File: src/rtl/shift_rot_pkg.sv
package shift_rot_pkg;

  localparam int unsigned DATA_W    = 32;
  localparam int unsigned NUM_LANES = 3;
  localparam int unsigned CCR_W     = 4;

  typedef enum logic [1:0] {
    SZ_BYTE = 2'd0,
    SZ_HALF = 2'd1,
    SZ_WORD = 2'd2,
    SZ_WALT = 2'd3
  } size_e;

  typedef enum logic [2:0] {
    OP_SHL = 3'd0,
    OP_SHR = 3'd1,
    OP_SAL = 3'd2,
    OP_SAR = 3'd3,
    OP_ROL = 3'd4,
    OP_ROR = 3'd5,
    OP_RCL = 3'd6,
    OP_RCR = 3'd7
  } op_e;

  typedef struct packed {
    logic n;
    logic z;
    logic v;
    logic c;
  } ccr_t;

  function automatic int unsigned lane_width(int unsigned idx);
    return 32'd8 << idx;
  endfunction

  function automatic int unsigned lane_index(size_e sz);
    case (sz)
      SZ_BYTE: return 0;
      SZ_HALF: return 1;
      default: return 2;
    endcase
  endfunction

endpackage

File: src/rtl/shr_step.sv
module shr_step
  import shift_rot_pkg::*;
#(
  parameter int unsigned W = 8
) (
  input  logic [W-1:0] x_i,
  input  op_e          op_i,
  input  logic         c_i,
  output logic [W-1:0] y_o,
  output logic         c_o,
  output logic         v_o
);

  localparam int unsigned MSB = W - 1;

  always_comb begin
    y_o = x_i;
    c_o = 1'b0;
    v_o = 1'b0;
    case (op_i)
      OP_SHL: begin
        y_o = {x_i[MSB-1:0], 1'b0};
        c_o = x_i[MSB];
      end
      OP_SAL: begin
        y_o = {x_i[MSB-1:0], 1'b0};
        c_o = x_i[MSB];
        v_o = x_i[MSB] ^ x_i[MSB-1];  // sign flips on this step
      end
      OP_SHR: begin
        y_o = {1'b0, x_i[MSB:1]};
        c_o = x_i[0];
      end
      OP_SAR: begin
        y_o = {x_i[MSB], x_i[MSB:1]};
        c_o = x_i[0];
      end
      OP_ROL: begin
        y_o = {x_i[MSB-1:0], x_i[MSB]};
        c_o = x_i[MSB];
      end
      OP_ROR: begin
        y_o = {x_i[0], x_i[MSB:1]};
        c_o = x_i[0];
      end
      OP_RCL: begin
        y_o = {x_i[MSB-1:0], c_i};
        c_o = x_i[MSB];
      end
      OP_RCR: begin
        y_o = {c_i, x_i[MSB:1]};
        c_o = x_i[0];
      end
      default: ;
    endcase
  end

endmodule

File: src/rtl/shr_lane.sv
module shr_lane
  import shift_rot_pkg::*;
#(
  parameter int unsigned W = 8
) (
  input  logic [W-1:0] x_i,
  input  op_e          op_i,
  input  logic         cnt2_i,
  input  logic         c_i,
  output logic [W-1:0] res_o,
  output logic         c_o,
  output logic         v_o
);

  logic [W-1:0] y1, y2;
  logic         c1, c2, v1, v2;

  shr_step #(.W(W)) u_step1 (
    .x_i (x_i),
    .op_i(op_i),
    .c_i (c_i),
    .y_o (y1),
    .c_o (c1),
    .v_o (v1)
  );

  // second stage sees the carry produced by the first
  shr_step #(.W(W)) u_step2 (
    .x_i (y1),
    .op_i(op_i),
    .c_i (c1),
    .y_o (y2),
    .c_o (c2),
    .v_o (v2)
  );

  always_comb begin
    if (cnt2_i) begin
      res_o = y2;
      c_o   = c2;
      v_o   = v1 | v2;
    end else begin
      res_o = y1;
      c_o   = c1;
      v_o   = v1;
    end
  end

endmodule

File: src/rtl/shr_flags.sv
module shr_flags
  import shift_rot_pkg::*;
(
  input  logic [DATA_W-1:0] res_i,
  input  size_e             size_i,
  output logic              n_o,
  output logic              z_o
);

  logic [DATA_W-1:0] mask;

  always_comb begin
    case (size_i)
      SZ_BYTE: begin
        mask = DATA_W'(32'h0000_00ff);
        n_o  = res_i[7];
      end
      SZ_HALF: begin
        mask = DATA_W'(32'h0000_ffff);
        n_o  = res_i[15];
      end
      default: begin
        mask = '1;
        n_o  = res_i[DATA_W-1];
      end
    endcase
    z_o = ~|(res_i & mask);
  end

endmodule

File: src/rtl/shift_rot_unit.sv
module shift_rot_unit
  import shift_rot_pkg::*;
(
  input  logic              clk_i,
  input  logic              rst_ni,
  input  logic              valid_i,
  input  logic [1:0]        size_i,
  input  logic [2:0]        op_i,
  input  logic              cnt2_i,
  input  logic              carry_i,
  input  logic [DATA_W-1:0] operand_i,
  output logic              valid_o,
  output logic [DATA_W-1:0] result_o,
  output logic [CCR_W-1:0]  ccr_o
);

  size_e size_s;
  op_e   op_s;

  assign size_s = size_e'(size_i);
  assign op_s   = op_e'(op_i);

  logic [DATA_W-1:0] lane_res [NUM_LANES];
  logic              lane_c   [NUM_LANES];
  logic              lane_v   [NUM_LANES];

  for (genvar g = 0; g < NUM_LANES; g++) begin : g_lane
    localparam int unsigned LW = lane_width(g);
    logic [LW-1:0] res_w;

    shr_lane #(.W(LW)) u_lane (
      .x_i   (operand_i[LW-1:0]),
      .op_i  (op_s),
      .cnt2_i(cnt2_i),
      .c_i   (carry_i),
      .res_o (res_w),
      .c_o   (lane_c[g]),
      .v_o   (lane_v[g])
    );

    assign lane_res[g] = DATA_W'(res_w);
  end

  logic [DATA_W-1:0] sel_res;
  logic              sel_c, sel_v, flag_n, flag_z;
  ccr_t              ccr_d;

  always_comb begin
    sel_res = lane_res[2];
    sel_c   = lane_c[2];
    sel_v   = lane_v[2];
    case (lane_index(size_s))
      0: begin
        sel_res = lane_res[0];
        sel_c   = lane_c[0];
        sel_v   = lane_v[0];
      end
      1: begin
        sel_res = lane_res[1];
        sel_c   = lane_c[1];
        sel_v   = lane_v[1];
      end
      default: ;
    endcase
  end

  shr_flags u_flags (
    .res_i (sel_res),
    .size_i(size_s),
    .n_o   (flag_n),
    .z_o   (flag_z)
  );

  assign ccr_d = '{n: flag_n, z: flag_z, v: sel_v, c: sel_c};

  always_ff @(posedge clk_i or negedge rst_ni) begin
    if (!rst_ni) begin
      valid_o  <= 1'b0;
      result_o <= '0;
      ccr_o    <= '0;
    end else begin
      valid_o <= valid_i;
      if (valid_i) begin
        result_o <= sel_res;
        ccr_o    <= ccr_d;
      end
    end
  end

endmodule

File: config.mk
export PLATFORM = sky130hd
export DESIGN_NAME = shift_rot_unit
export DESIGN_NICKNAME = d
export VERILOG_FILES = /design/src/rtl/shift_rot_pkg.sv /design/src/rtl/shr_step.sv /design/src/rtl/shr_lane.sv /design/src/rtl/shr_flags.sv /design/src/rtl/shift_rot_unit.sv
export SDC_FILE = /design/constraint.sdc
export NUM_CORES = 1
export LEC_CHECK = 0
export ABC_AREA = 1
export BUFFER_PORTS_ARGS = -buffer_cell sky130_fd_sc_hd__buf_2
export CAP_MARGIN = 0
export CORE_AREA = 3 3 96 117
export CTS_BUF_LIST = sky130_fd_sc_hd__clkbuf_8
export DETAILED_ROUTE_END_ITERATION = 16
export DIE_AREA = 0 0 99 120
export PLACE_DENSITY_LB_ADDON = 0.25
export SLEW_MARGIN = 40
export SYNTH_ARGS = -nofsm -noshare
export SYNTH_HDL_FRONTEND = slang
export SYNTH_HIERARCHICAL = 1
export SYNTH_SLANG_ARGS = --single-unit
export TNS_END_PERCENT = 1
File: constraint.sdc
create_clock -name clk_i -period 0.9 [get_ports clk_i]
set_clock_uncertainty 0.15 [all_clocks]
set_input_delay 0.225 -clock clk_i [delete_from_list [all_inputs] [get_ports clk_i]]
set_output_delay 0.225 -clock clk_i [all_outputs]
set_load 0.005 [all_outputs]
### Word level (Yosys, flattened, before mapping)

Index checks and enable logic that the tools add are counted.

* register bits after elaboration: 37
* input bits: 42
* output and inout port bits: 37

* equal/unequal tests: 9
* multiplexer cells: 33
* bitwise gates (word level): 10
* reduce and logical (&&, ||, !) cells: 8

Operators with widths (number)
* 32-bit case mux with 7 select lines: 2
* 16-bit case mux with 7 select lines: 2
* 32-bit case mux with 2 select lines: 2
* 8-bit case mux with 7 select lines: 2
* 32-bit bitwise AND: 1
* 32-bit by 1-bit equality test with 1-bit output (second input constant): 1
* 32-bit zero test: 1
* 32-bit two-way mux: 1
* 32-bit OR reduction: 1
* 1-bit case mux with 2 select lines: 9
* 16-bit two-way mux: 1
* 3-bit equality test (second input constant): 4
* 1-bit two-way mux: 12
* 8-bit two-way mux: 1
* 4-bit OR reduction: 2
* 3-bit by 2-bit equality test with 1-bit output (second input constant): 2
* 1-bit XOR: 6
* 2-bit case mux with 2 select lines: 1
* 3-bit by 1-bit equality test with 1-bit output (second input constant): 1
* 3-bit zero test: 1
* 1-bit bitwise OR: 3
* 2-bit by 1-bit equality test with 1-bit output (second input constant): 1
* 2-bit zero test: 1
* 2-bit OR reduction: 1
* 1-bit zero test: 1

### Depth between registers and ports, before layout

Gate-level depths: netlist of run 1.

* depth in word-level cells: 9
* mapped depth: 20
* mapped depth without buffers: 19

### By module

Netlist of run 1, hierarchy kept.

By module, submodules not included
* shift_rot_unit: times used 1, cells an instance 234, area each 1896.8 µm², sequential area each 925.9 µm²
* shr_step (g_lane[2].u_lane.u_step1 ...): times used 2, cells an instance 116, area each 546.8 µm², sequential area each 0.0 µm²
* shr_step (g_lane[1].u_lane.u_step1 ...): times used 2, cells an instance 64, area each 296.5 µm², sequential area each 0.0 µm²
* shr_lane (g_lane[2].u_lane): times used 1, cells an instance 110, area each 490.5 µm², sequential area each 0.0 µm²
* shr_step (g_lane[0].u_lane.u_step1 ...): times used 2, cells an instance 43, area each 205.2 µm², sequential area each 0.0 µm²
* shr_lane (g_lane[1].u_lane): times used 1, cells an instance 58, area each 266.5 µm², sequential area each 0.0 µm²
* shr_flags: times used 1, cells an instance 36, area each 185.2 µm², sequential area each 0.0 µm²
* shr_lane (g_lane[0].u_lane): times used 1, cells an instance 32, area each 127.6 µm², sequential area each 0.0 µm²

### Worst setup path after synthesis of run 1

No wires, ideal clock.

* path type: input-to-reg
* from: in op_i[0]
* to: reg ccr_o[2]
* library setup time: 0.065 ns
* data arrival time: 1.682 ns
* required time: 0.685 ns
* setup slack: -0.997 ns
* cell stages on the path: 20
* path buffers: 1
* cells stage by stage: buf_6 -> nand2_4 -> inv_2 -> nand2_1 -> nand4_1 -> nand2_4 -> inv_2 -> nand2_1 -> nand4_1 -> nand2_1 -> nand2_1 -> nand2_1 -> nand3_1 -> nor2_1 -> nand2_1 -> nor2_1 -> nand2_1 -> nor2_2 -> nand2_1 -> nand2_1

* cells in the longest elaborated chain, start to end: 9
* elaborated cells between the ends (all ways): 27
* classes of those cells: eq/ne (7); mux (13); bitwise (1); reduce/logical (6)

Ends and longest elaborated chain
* from (decl): RTL line shift_rot_unit.sv:8 `input logic [2:0] op_i,`
* 3-bit by 2-bit equality test with 1-bit output / 3-bit zero test (equally long branches): RTL line shr_step.sv:20 `case (op_i)`
* 2-bit OR reduction (no source line)
* 8-bit case mux with 7 select lines *: RTL line shr_step.sv:20
* net g_lane[0].u_lane.y1[7]: RTL line shr_lane.sv:15 `logic [W-1:0] y1, y2;`
* 8-bit case mux with 7 select lines *: RTL line shr_step.sv:20
* net g_lane[0].u_lane.y2[7]: RTL line shr_lane.sv:15
* 8-bit two-way mux *: RTL line shr_lane.sv:38 `if (cnt2_i) begin`
* net g_lane[0].res_w[7]: RTL line shift_rot_unit.sv:29 `logic [LW-1:0] res_w;`
* 32-bit case mux with 2 select lines *: RTL line shift_rot_unit.sv:52 `case (lane_index(size_s))`
* net sel_res[7]: RTL line shift_rot_unit.sv:44 `logic [DATA_W-1:0] sel_res;`
* 32-bit bitwise AND *: RTL line shr_flags.sv:27 `z_o = ~|(res_i & mask);`
* 32-bit OR reduction *: RTL line shr_flags.sv:27
* 1-bit zero test *: RTL line shr_flags.sv:27
* net flag_z: RTL line shift_rot_unit.sv:45 `logic sel_c, sel_v, flag_n, flag_z;`
* to (signal assigned): RTL line shift_rot_unit.sv:85 `ccr_o <= ccr_d;`
* to (decl): RTL line shift_rot_unit.sv:14 `output logic [CCR_W-1:0] ccr_o`

The timed path passes the listed nets; every way through them passes the cells marked *.
A chain may end at the register's enable or synchronous reset.

### Worst setup path after layout of run 1

* from: in op_i[2]
* to: reg ccr_o[2]

* cells in the longest elaborated chain, start to end: 9
* elaborated cells between the ends (all ways): 27
* classes of those cells: eq/ne (7); mux (13); bitwise (1); reduce/logical (6)

Ends and longest elaborated chain (RTL line)
* 3-bit by 2-bit equality test with 1-bit output / 3-bit zero test (equally long branches): shr_step.sv:20
* 2-bit OR reduction (no source line)
* 16-bit case mux with 7 select lines *: shr_step.sv:20
* net g_lane[1].u_lane.y1[15]: shr_lane.sv:15
* 16-bit case mux with 7 select lines *: shr_step.sv:20
* net g_lane[1].u_lane.y2[15]: shr_lane.sv:15
* 16-bit two-way mux *: shr_lane.sv:38
* net g_lane[1].res_w[15]: shift_rot_unit.sv:29
* 32-bit case mux with 2 select lines *: shift_rot_unit.sv:52
* net sel_res[15]: shift_rot_unit.sv:44
* 32-bit bitwise AND *: shr_flags.sv:27
* 32-bit OR reduction *: shr_flags.sv:27
* 1-bit zero test *: shr_flags.sv:27
* net flag_z: shift_rot_unit.sv:45

Marked as above.

==> results of run 1 <==
-- Yosys cell counts, drive strengths merged --
master,number,area (um2)
or2,3,18.8
nor2,35,170
mux2i,1,10.0
buf,43,475
a21oi,2,10.0
xnor2,6,52.6
o21ai,74,449
clkbuf,5,28.8
nand4,10,62.6
inv,84,360
dfrtp,37,926
a31oi,8,50.1
nand2,568,2190
nand3,40,260
-- sequential cells by signal, summed over array words and instances (netlist names) --
signal / cells
result_o: 32
ccr_o: 4
valid_o: 1
-- per-layer routing --
layer / vias to the layer above / share of wire [%] / GRT usage (%) / routed length, um
met2: 185 / 46 / 40.2 / 6850
met3: 35 / 4.9 / 1.28 / 720
met4: 0 / 2.8 / 8.88 / 418
met1: 2694 / 46 / 33.8 / 6830
li1: 3200 / - / - / -
met5: - / 0 / 0 / 0
-- kinds of logic after synthesis --
family          after synthesis  share of synthesized area, %
compound gates               84                          10.1
mux                           1                         0.198
simple gates                656                          53.3
xor+xnor                      6                          1.04
buf+inv                     132                          17.1
flops                        37                          18.3
-- worst reg2reg max path, cell delays in order (launching register included) --
cell and delay [ns]:
dfrtp_1 0.37, or2_2 0.27, nand2_1 0.07, inv_1 0.04
-- stage by stage --
stage          worst slack, ns  hold slack (ns)
3_3_place_gp             -1.38          -0.0736
4_1_cts                 -0.916          -0.0147
2_1_floorplan           -0.921           -0.221
5_1_grt                  -1.14          -0.0192
3_5_place_dp             -1.41          -0.0705
6_report                -0.945         -0.00406
-- power by group --
group / total [mW] / internal [mW] / leakage, nW / switching, mW
Clock: 1.10 / 0.533 / 0.0439 / 0.569
Combinational: 3.34 / 1.51 / 3.61 / 1.83
Sequential: 1.92 / 1.83 / 0.472 / 0.0841
-- cell type report --
class | count | area, um2 | area share (%)
Multi-Input combinational cell | 747 | 3420 | 50.5
Sequential cell | 37 | 926 | 13.7
Tap cell | 129 | 161 | 2.38
Inverter | 84 | 363 | 5.35
Clock inverter | 3 | 17.5 | 0.258
Clock buffer | 5 | 68.8 | 1.02
Timing Repair Buffer | 239 | 1820 | 26.8
-- final timing paths --
path | slack (ns) | start | cells past startpoint | end
min | -0.004 | valid_i | 1 | valid_o
min reg2reg | 0.33 | result_o[7] | 2 | result_o[7]
min in group asynchronous | 0.16 | rst_ni | 2 | result_o[1]
max reg2reg | -0.10 | ccr_o[1] | 3 | ccr_o[1]
max | -0.94 | op_i[2] | 21 | ccr_o[2]
max in group asynchronous | 0.07 | rst_ni | 3 | result_o[29]
-- what timing repair did --
action                     in CTS  in global routing
gates resized for setup        46                 48
hold endpoints to repair       38                  1
setup endpoints to repair      73                104
buffers inserted                4                  2
pin swaps                      12                  8
==> flow_metrics.env, run 1 <==
export IMPL_cp_slowest_cell="buf_4"
export IMPL_maxSlewViolCount=0
export IMPL_fin_ws_ns=-0.945
export IMPL_initial_core_util_pct=49.1
export IMPL_synth_cells=916
export IMPL_status="complete, but fails checks"
export IMPL_critPathCaptureType="flop"
export IMPL_routed_wirelength_um=14800
export IMPL_nNetsFinal=1156
export IMPL_cpLargestDelayFamily="simple AND/OR/NAND/NOR gates"
export IMPL_wl_per_cell_um=11.9
export IMPL_critPathMaxFanout=8
export IMPL_drtIter0Drc=339
export IMPL_final_util_pct=65.7
export IMPL_coreArea_um2=10300
export IMPL_holdBufCountCts=1
export IMPL_tightest_slew_ns=0.378
export IMPL_syn_area_um2=5060
export IMPL_ys_seq_elements=37
export IMPL_max_stage_delay_ns=0.14
export IMPL_cp_arrival_ns=1.92
export IMPL_place_area_um2=6390
export IMPL_clock_sinks=37
export IMPL_clkLatencyLatePin_ns=0.28
export IMPL_path_cells="buf_6 -> buf_4 -> inv_1 -> nand2_1 -> nand3_1 -> nand3_2 -> inv_2 -> nand2_1 -> nand3_1 -> nand3_1 -> nand2_1 -> nand2_2 -> nand3_2 -> nand2_2 -> nor2_1 -> nand2_1 -> o21ai_1 -> nand2_1 -> nor2_2 -> nand2_1 -> nand2_1"
export IMPL_rsz0062_at_grt="yes"
export IMPL_final_cell_mix="519 x nand2_1, 143 x buf_4, 75 x buf_2"
export IMPL_rows=41
export IMPL_antenna_found_initial=0
export IMPL_drive_above_1_share_pct=33.2
export IMPL_synth_avg_cell_area_um2=5.53
export IMPL_yosys_warnings=6
export IMPL_area_growth_pct=33.8
export IMPL_cts_root_buf="clkbuf_8"
export IMPL_period_share_pct=205
export IMPL_drtPass1Iterations=5
export IMPL_relSlewSlack_pct=74.5
export IMPL_violations="negative hold slack, negative setup slack"
export IMPL_ant_nets=0
export IMPL_cts_tree="yes"
export IMPL_finalHoldViolations=1
export IMPL_p_leak_nw=4.12
export IMPL_mostFrequentLayoutCell="nand2_1"
export IMPL_crit_top_cell="nand2_1"
export IMPL_hp_class="in2reg"
export IMPL_crit_required_ns=0.98
export IMPL_p_per_area_nw_per_um2=938
export IMPL_grt_pass1_vias=5338
export IMPL_synth_yosys_seq_area_share_pct=18.3
export IMPL_drc=0
export IMPL_place_gp_congestion=0.904
export IMPL_cts_made_buffers=5
export IMPL_antennaDiodeCount=0
export IMPL_ys_types=31
export IMPL_setup_viol=73
export IMPL_worstSetupPathType="in2reg"
export IMPL_path_buf_inv=4
export IMPL_ir_drop_v=0.000477
export IMPL_fmax_mhz=542
export IMPL_die_y_um=120
export IMPL_via_count=6114
export IMPL_grt_pass1_wl_um=24400
export IMPL_die_w_um=99
export IMPL_min_period_ns=1.84
export IMPL_fin_setup_tns_ns=-30.06
export IMPL_vias_per_cell=4.91
export IMPL_post_place_cells=1229
export IMPL_h_tree_depth=2
export IMPL_gr_total_overflow=0
export IMPL_io_buffer_count=78
export IMPL_start_kind="input pin"
export IMPL_num_io_pins=79
export IMPL_maxCapViolations=0
export IMPL_layout_cells_non_filler=1244
export IMPL_design_area_um2=6780
export IMPL_ctsLongestPathBuffers=2
export IMPL_grtUsageTotal_pct=24.5
export IMPL_hold_ws_ns=-0.00406
export IMPL_finalPower_mw=6.36
export IMPL_die_area_um2=11900
export IMPL_synth_nets=958
export IMPL_grt_max_degree=45
export IMPL_dpl_hpwl_um=11500
export IMPL_clkSlewWorstSetupHoldPaths_ns=0.07
export IMPL_fillers=999
Note: power is estimated with default switching activity, not from simulation.
==> run 2: changes to the inputs <==
--- a/config.mk
+++ b/config.mk
@@ -8,10 +8,10 @@
 export ABC_AREA = 1
 export BUFFER_PORTS_ARGS = -buffer_cell sky130_fd_sc_hd__buf_2
 export CAP_MARGIN = 0
-export CORE_AREA = 3 3 96 117
+export CORE_AREA = 3 3 125 91
 export CTS_BUF_LIST = sky130_fd_sc_hd__clkbuf_8
 export DETAILED_ROUTE_END_ITERATION = 16
-export DIE_AREA = 0 0 99 120
+export DIE_AREA = 0 0 128 94
 export PLACE_DENSITY_LB_ADDON = 0.25
 export SLEW_MARGIN = 40
 export SYNTH_ARGS = -nofsm -noshare
==> constraint.sdc (replaced) <==
create_clock -name clk_i -period 0.9 [get_ports clk_i]
set_clock_uncertainty 0.15 [all_clocks]
set_input_delay 0.135 -clock clk_i [delete_from_list [all_inputs] [get_ports clk_i]]
set_output_delay 0.135 -clock clk_i [all_outputs]
set_load 0.005 [all_outputs]
==> run 2 against run 1 <==
The flow finishes with violations (negative setup slack). Worst setup slack gained 0.11 ns. Sequential power is essentially flat. Worst hold slack gained 0.11 ns. Critical path depth fell by 2. Clock power grew 59%. Non-clock buffer count rose by 25. Flip-flop and latch count did not move. Wire length up 15%. Core utilization up 6.6 points. Global-route usage up 3.0 points. Largest cell class unchanged.
==> flow_metrics.env, run 2 (synthesis results as in run 1) <==
export IMPL_status="complete, but fails checks"
export IMPL_violations="negative setup slack"
export IMPL_cp_arrival_ns=1.84
export IMPL_crit_top_cell="nand2_1"
export IMPL_area_growth_pct=46.3
export IMPL_drtIter0Drc=598
export IMPL_fin_setup_tns_ns=-22.88
export IMPL_antennaDiodeCount=0
export IMPL_drc=0
export IMPL_h_tree_depth=2
export IMPL_ir_drop_v=0.000858
export IMPL_fmax_mhz=575
export IMPL_crit_required_ns=1.00
export IMPL_largest_register="result_o"
export IMPL_grt_pass1_vias=5570
export IMPL_drtPass1Iterations=6
export IMPL_final_cell_mix="489 x nand2_1, 155 x buf_4, 73 x nand2_2"
export IMPL_fillers=891
export IMPL_maxSlewViolCount=0
export IMPL_drive_above_1_share_pct=39.6
export IMPL_cpLargestDelayFamily="simple AND/OR/NAND/NOR gates"
export IMPL_relSlewSlack_pct=76.8
export IMPL_io_buffer_count=78
export IMPL_path_buf_inv=2
export IMPL_cp_slowest_cell="buf_12"
export IMPL_top_regs="result_o (32), ccr_o (4), valid_o (1)"
export IMPL_critPathCaptureType="flop"
export IMPL_dp_slack_ns=-1.32
export IMPL_grt_pass1_wl_um=27100
export IMPL_critPathMaxFanout=7
export IMPL_cts_made_buffers=5
export IMPL_place_gp_congestion=0.988
export IMPL_finalHoldViolations=0
export IMPL_nNetsFinal=1181
export IMPL_finalPower_mw=7.44
export IMPL_largest_reg_flops=32
export IMPL_initial_core_util_pct=49.5
export IMPL_wl_met1_um=7830
export IMPL_ant_nets=0
export IMPL_tightest_slew_ns=0.348
export IMPL_met2WireLength_um=7600
export IMPL_grt_max_degree=38
export IMPL_maxCapViolations=0
export IMPL_rows=31
export IMPL_p_leak_nw=4.39
export IMPL_antenna_found_initial=0
export IMPL_cts_root_buf="clkbuf_8"
export IMPL_max_stage_delay_ns=0.14
export IMPL_hold_ws_ns=0.106
export IMPL_ctsLongestPathBuffers=2
export IMPL_vias_per_cell=5.06
export IMPL_maxUsedRoutingLayer="met4"
export IMPL_coreArea_um2=10200
export IMPL_clock_sinks=37
export IMPL_die_w_um=128
export IMPL_clkLatencyLatePin_ns=0.29
export IMPL_setup_viol=73
export IMPL_mostFrequentLayoutCell="nand2_1"
export IMPL_num_io_pins=79
export IMPL_path_cells="buf_16 -> buf_12 -> nand2_1 -> o21ai_0 -> nand2_1 -> o21ai_2 -> nand2_1 -> o21ai_2 -> nand2_1 -> nand2_2 -> nand2_2 -> nand3_2 -> nor2_1 -> nand2_1 -> nor2_1 -> nand2_1 -> nor2_2 -> nand2_1 -> nand2_1"
export IMPL_start_kind="input pin"
export IMPL_grtUsageTotal_pct=27.4
export IMPL_hp_class="in2reg"
export IMPL_met3_length_um=1360
export IMPL_routed_wirelength_um=17100
export IMPL_p_per_area_nw_per_um2=1000
export IMPL_via_count=6438
export IMPL_period_share_pct=193
export IMPL_fin_ws_ns=-0.839
export IMPL_dpl_hpwl_um=12500
export IMPL_wl_per_cell_um=13.4
export IMPL_die_area_um2=12000
export IMPL_gr_total_overflow=0
export IMPL_die_y_um=94
export IMPL_rsz0062_at_grt="yes"
export IMPL_worstSetupPathType="in2reg"
export IMPL_cts_tree="yes"
export IMPL_min_period_ns=1.74
export IMPL_clkSlewWorstSetupHoldPaths_ns=0.08
-- run 2: changes by cell type in the layout (fill, tap and decap cells not counted), sizes merged --
cell and delta:
buf +20, bufbuf +2, bufinv +2, clkbuf +2
clkinv -2, dlygate4sd3 +1
-- run 2: worst reg2reg max path, stage by stage, from the launching register on --
cell and delay [ns]:
dfrtp_1 0.38, or2_2 0.27, nand2_1 0.07, inv_1 0.04
-- run 2: metrics by stage --
| step | cell area [um2] | cells | utilization [%] |
|---|---|---|---|
| detailed placement | 6430 | 1238 | 62.8 |
| global placement | 6430 | 1238 | 62.8 |
| global route | 7410 | 1272 | 72.3 |
| CTS | 7070 | 1262 | 69.0 |
| finish | 7410 | 1272 | 72.3 |
| floorplan | 5080 | 916 | - |
-- run 2: final timing paths --
| check | from | endpoint | slack, ns | depth (start not counted) |
|---|---|---|---|---|
| min reg2reg | result_o[25] | result_o[25] | 0.33 | 2 |
| max reg2reg | ccr_o[1] | ccr_o[1] | -0.10 | 3 |
| min in group asynchronous | rst_ni | result_o[4] | 0.16 | 3 |
| max | op_i[0] | ccr_o[2] | -0.84 | 19 |
| max in group asynchronous | rst_ni | result_o[21] | 0.24 | 3 |
| min | valid_i | ccr_o[0] | 0.11 | 4 |
-- run 2: cell type report --
cell class	instances	area, um2	share of cell area (%)
Clock buffer	5	68.8	0.929
Clock inverter	3	68.8	0.929
Inverter	84	380	5.13
Multi-Input combinational cell	747	3640	49.2
Sequential cell	37	926	12.5
Tap cell	132	165	2.23
Timing Repair Buffer	264	2160	29.1
-- run 2: what timing repair did --
action                                 4_1_cts  5_1_grt
gates cloned                                 3        2
setup endpoints to repair                   73       73
hold buffers                                 2        0
pin swaps                                   51       52
gates resized for setup                    118       76
setup buffers                               11        8
endpoints found under the hold margin       38        0
-- run 2: routing by layer --
layer / global-route usage (%) / vias up
met5: 0 / -
met4: 6.89 / 0
met3: 3.86 / 37
met2: 41.6 / 274
met1: 40.7 / 2874
li1: - / 3253
-- run 2: where the power goes --
group	internal (mW)	total, mW	switching [mW]	leakage (nW)
Sequential	1.83	1.92	0.0902	0.472
Combinational	1.73	3.76	2.03	3.85
Clock	1.12	1.75	0.636	0.0687
Total	4.68	7.44	2.76	4.39
==> run 3: changes to the inputs <==
--- a/config.mk
+++ b/config.mk
@@ -6,13 +6,14 @@
 export NUM_CORES = 1
 export LEC_CHECK = 0
 export ABC_AREA = 1
-export BUFFER_PORTS_ARGS = -buffer_cell sky130_fd_sc_hd__buf_2
 export CAP_MARGIN = 0
 export CORE_AREA = 3 3 125 91
 export CTS_BUF_LIST = sky130_fd_sc_hd__clkbuf_8
 export DETAILED_ROUTE_END_ITERATION = 16
 export DIE_AREA = 0 0 128 94
+export DONT_BUFFER_PORTS = 1
 export PLACE_DENSITY_LB_ADDON = 0.25
+export RECOVER_POWER = 25
 export SLEW_MARGIN = 40
 export SYNTH_ARGS = -nofsm -noshare
 export SYNTH_HDL_FRONTEND = slang
==> run 3 against run 2 <==
The flow finishes with violations (negative hold slack, negative setup slack). First-iteration DRC count grew 4.5%. Register-to-register slack worse by 0.03 ns. Non-clock buffer count fell by 156. Worst hold slack lost 0.73 ns. Cell count is 12% lower. Critical path type unchanged. Combinational power shrank 33%. Total power decreased by 23%. Sequential share of layout area increased by 3.3 points. Cell area fell by 21%. Core utilization down 15 points. Die area is the same.
==> flow_metrics.env, run 3 (synthesis results as in run 1) <==
export IMPL_fin_setup_tns_ns=-15.33
export IMPL_hold_ws_ns=-0.628
export IMPL_relSlewSlack_pct=69.4
export IMPL_die_area_um2=12000
export IMPL_r2r_start="ccr_o[1]"
export IMPL_pwr_share_clk_pct=21.7
export IMPL_cts_made_buffers=5
export IMPL_dpl_hpwl_um=11100
export IMPL_fillers=1066
export IMPL_die_y_um=94
export IMPL_clkSlewWorstSetupHoldPaths_ns=0.08
export IMPL_area_growth_pct=15.5
export IMPL_finalHoldViolations=74
export IMPL_p_per_area_nw_per_um2=978
export IMPL_vias_per_cell=5.15
export IMPL_rsz0062_at_grt="yes"
export IMPL_power_switching_mw=2.09
export IMPL_status="complete, but fails checks"
export IMPL_netSwitchingFraction_pct=36.5
export IMPL_layout_cells_non_filler=1116
export IMPL_num_io_pins=79
export IMPL_clock_sinks=37
export IMPL_cp_arrival_ns=1.77
export IMPL_clkLatencyLatePin_ns=0.30
export IMPL_violations="negative hold slack, negative setup slack"
export IMPL_grt_pass1_vias=5027
export IMPL_p_seq_share_pct=34.5
export IMPL_mostFrequentLayoutCell="nand2_1"
export IMPL_coreArea_um2=10200
export IMPL_setup_viol=73
export IMPL_fmax_mhz=592
export IMPL_p_int_mw=3.63
export IMPL_grt_pass1_wl_um=25000
export IMPL_largest_reg_flops=32
export IMPL_start_kind="input pin"
export IMPL_io_buffer_count=0
export IMPL_antenna_found_initial=0
export IMPL_drc=0
export IMPL_top_regs="result_o (32), ccr_o (4), valid_o (1)"
export IMPL_tightest_slew_ns=0.455
export IMPL_largest_register="result_o"
export IMPL_critPathMaxFanout=134
export IMPL_gr_total_overflow=0
export IMPL_grt_max_degree=135
export IMPL_wl_per_cell_um=13.6
export IMPL_routed_wirelength_um=15200
export IMPL_ctsLongestPathBuffers=2
export IMPL_min_period_ns=1.69
export IMPL_antennaDiodeCount=0
export IMPL_post_place_cells=1103
export IMPL_ff2ff_path_depth=3
export IMPL_cts_root_buf="clkbuf_8"
export IMPL_cts_tree="yes"
export IMPL_p_leak_nw=3.50
export IMPL_period_share_pct=188
export IMPL_ant_nets=0
export IMPL_hp_class="in2async"
export IMPL_crit_required_ns=0.98
export IMPL_ir_drop_v=0.000456
export IMPL_drive_above_1_share_pct=22.4
export IMPL_die_w_um=128
export IMPL_fin_ws_ns=-0.789
export IMPL_nNetsFinal=1025
export IMPL_drtIter0Drc=625
export IMPL_drtPass1Iterations=6
export IMPL_h_tree_depth=2
export IMPL_via_count=5749
export IMPL_pwr_share_comb_pct=43.9
export IMPL_critPathCaptureType="flop"
export IMPL_rrSetupSlack_ns=-0.13
export IMPL_worstSetupPathType="in2reg"
export IMPL_maxSlewViolCount=0
export IMPL_grtUsageTotal_pct=25.5
export IMPL_maxCapViolations=0
export IMPL_initial_core_util_pct=49.5
export IMPL_final_cell_mix="537 x nand2_1, 88 x buf_4, 66 x inv_1"
export IMPL_place_gp_congestion=0.951
export IMPL_rows=31
export IMPL_rr_endpoint="ccr_o[1]"
-- run 3: how the worst max path moves through the flow --
stage             from        to  depth (start not counted)
4_1_cts        op_i[0]  ccr_o[2]                         19
2_1_floorplan  op_i[0]  ccr_o[2]                         20
3_3_place_gp   carry_i  ccr_o[2]                         19
3_5_place_dp   op_i[0]  ccr_o[3]                         14
6_report       op_i[0]  ccr_o[2]                         17
5_1_grt        op_i[0]  ccr_o[2]                         19
-- run 3: per-layer routing --
layer  global-route usage [%]  wire (um)
met2                     37.2       6280
met3                     4.83       1300
met4                     5.30        277
met5                        0          0
met1                     38.7       7360
-- run 3: timing repair --
action                                 in CTS  in global routing
endpoints found under the hold margin      74                 73
resized for setup                          34                 24
buffers inserted                            2                  3
setup endpoints to repair                  72                 73
pin swaps                                   7                 13
-- run 3: power by group through the flow --
stage               combinational, mW  sequential, mW  clock (mW)
floorplan                        1.81            1.97           0
global placement                 2.31            1.99           0
detailed placement               2.33            1.99           0
CTS                              2.43            1.97        1.28
global route                     2.82            1.99        1.35
finish                           2.51            1.97        1.24
-- run 3: worst max-delay path, cell delays in order --
cell	delay (ns)
nand2_8	0.08
inv_2	0.03
nand2_1	0.05
nand4_1	0.22
buf_4	0.21
buf_4	0.13
nand2_2	0.06
nand2_1	0.05
nand2_1	0.09
nand3_2	0.08
nor2_2	0.11
nand2_1	0.06
nor2_1	0.12
nand2_1	0.08
nor2_2	0.11
nand2_1	0.05
nand2_1	0.05
-- run 3: area by class of cell --
type / instances / area [um2] / area share (%)
Inverter: 84 / 363 / 6.21
Tap cell: 132 / 165 / 2.82
Clock inverter: 2 / 13.8 / 0.235
Timing Repair Buffer: 108 / 903 / 15.5
Sequential cell: 37 / 926 / 15.8
Clock buffer: 6 / 82.6 / 1.41
Multi-Input combinational cell: 747 / 3390 / 58.0
-- run 3: through the flow --
stage	util, %	hold WS (ns)	cell area, um2	total power [mW]	setup WS, ns
global placement	54.0	-0.309	5530	4.30	-0.905
finish	57.1	-0.628	5850	5.72	-0.789
global route	57.1	-0.646	5850	6.17	-0.908
floorplan	-	-0.311	5080	3.78	-0.831
detailed placement	54.0	-0.309	5530	4.32	-0.940
CTS	56.2	-0.638	5750	5.68	-0.585
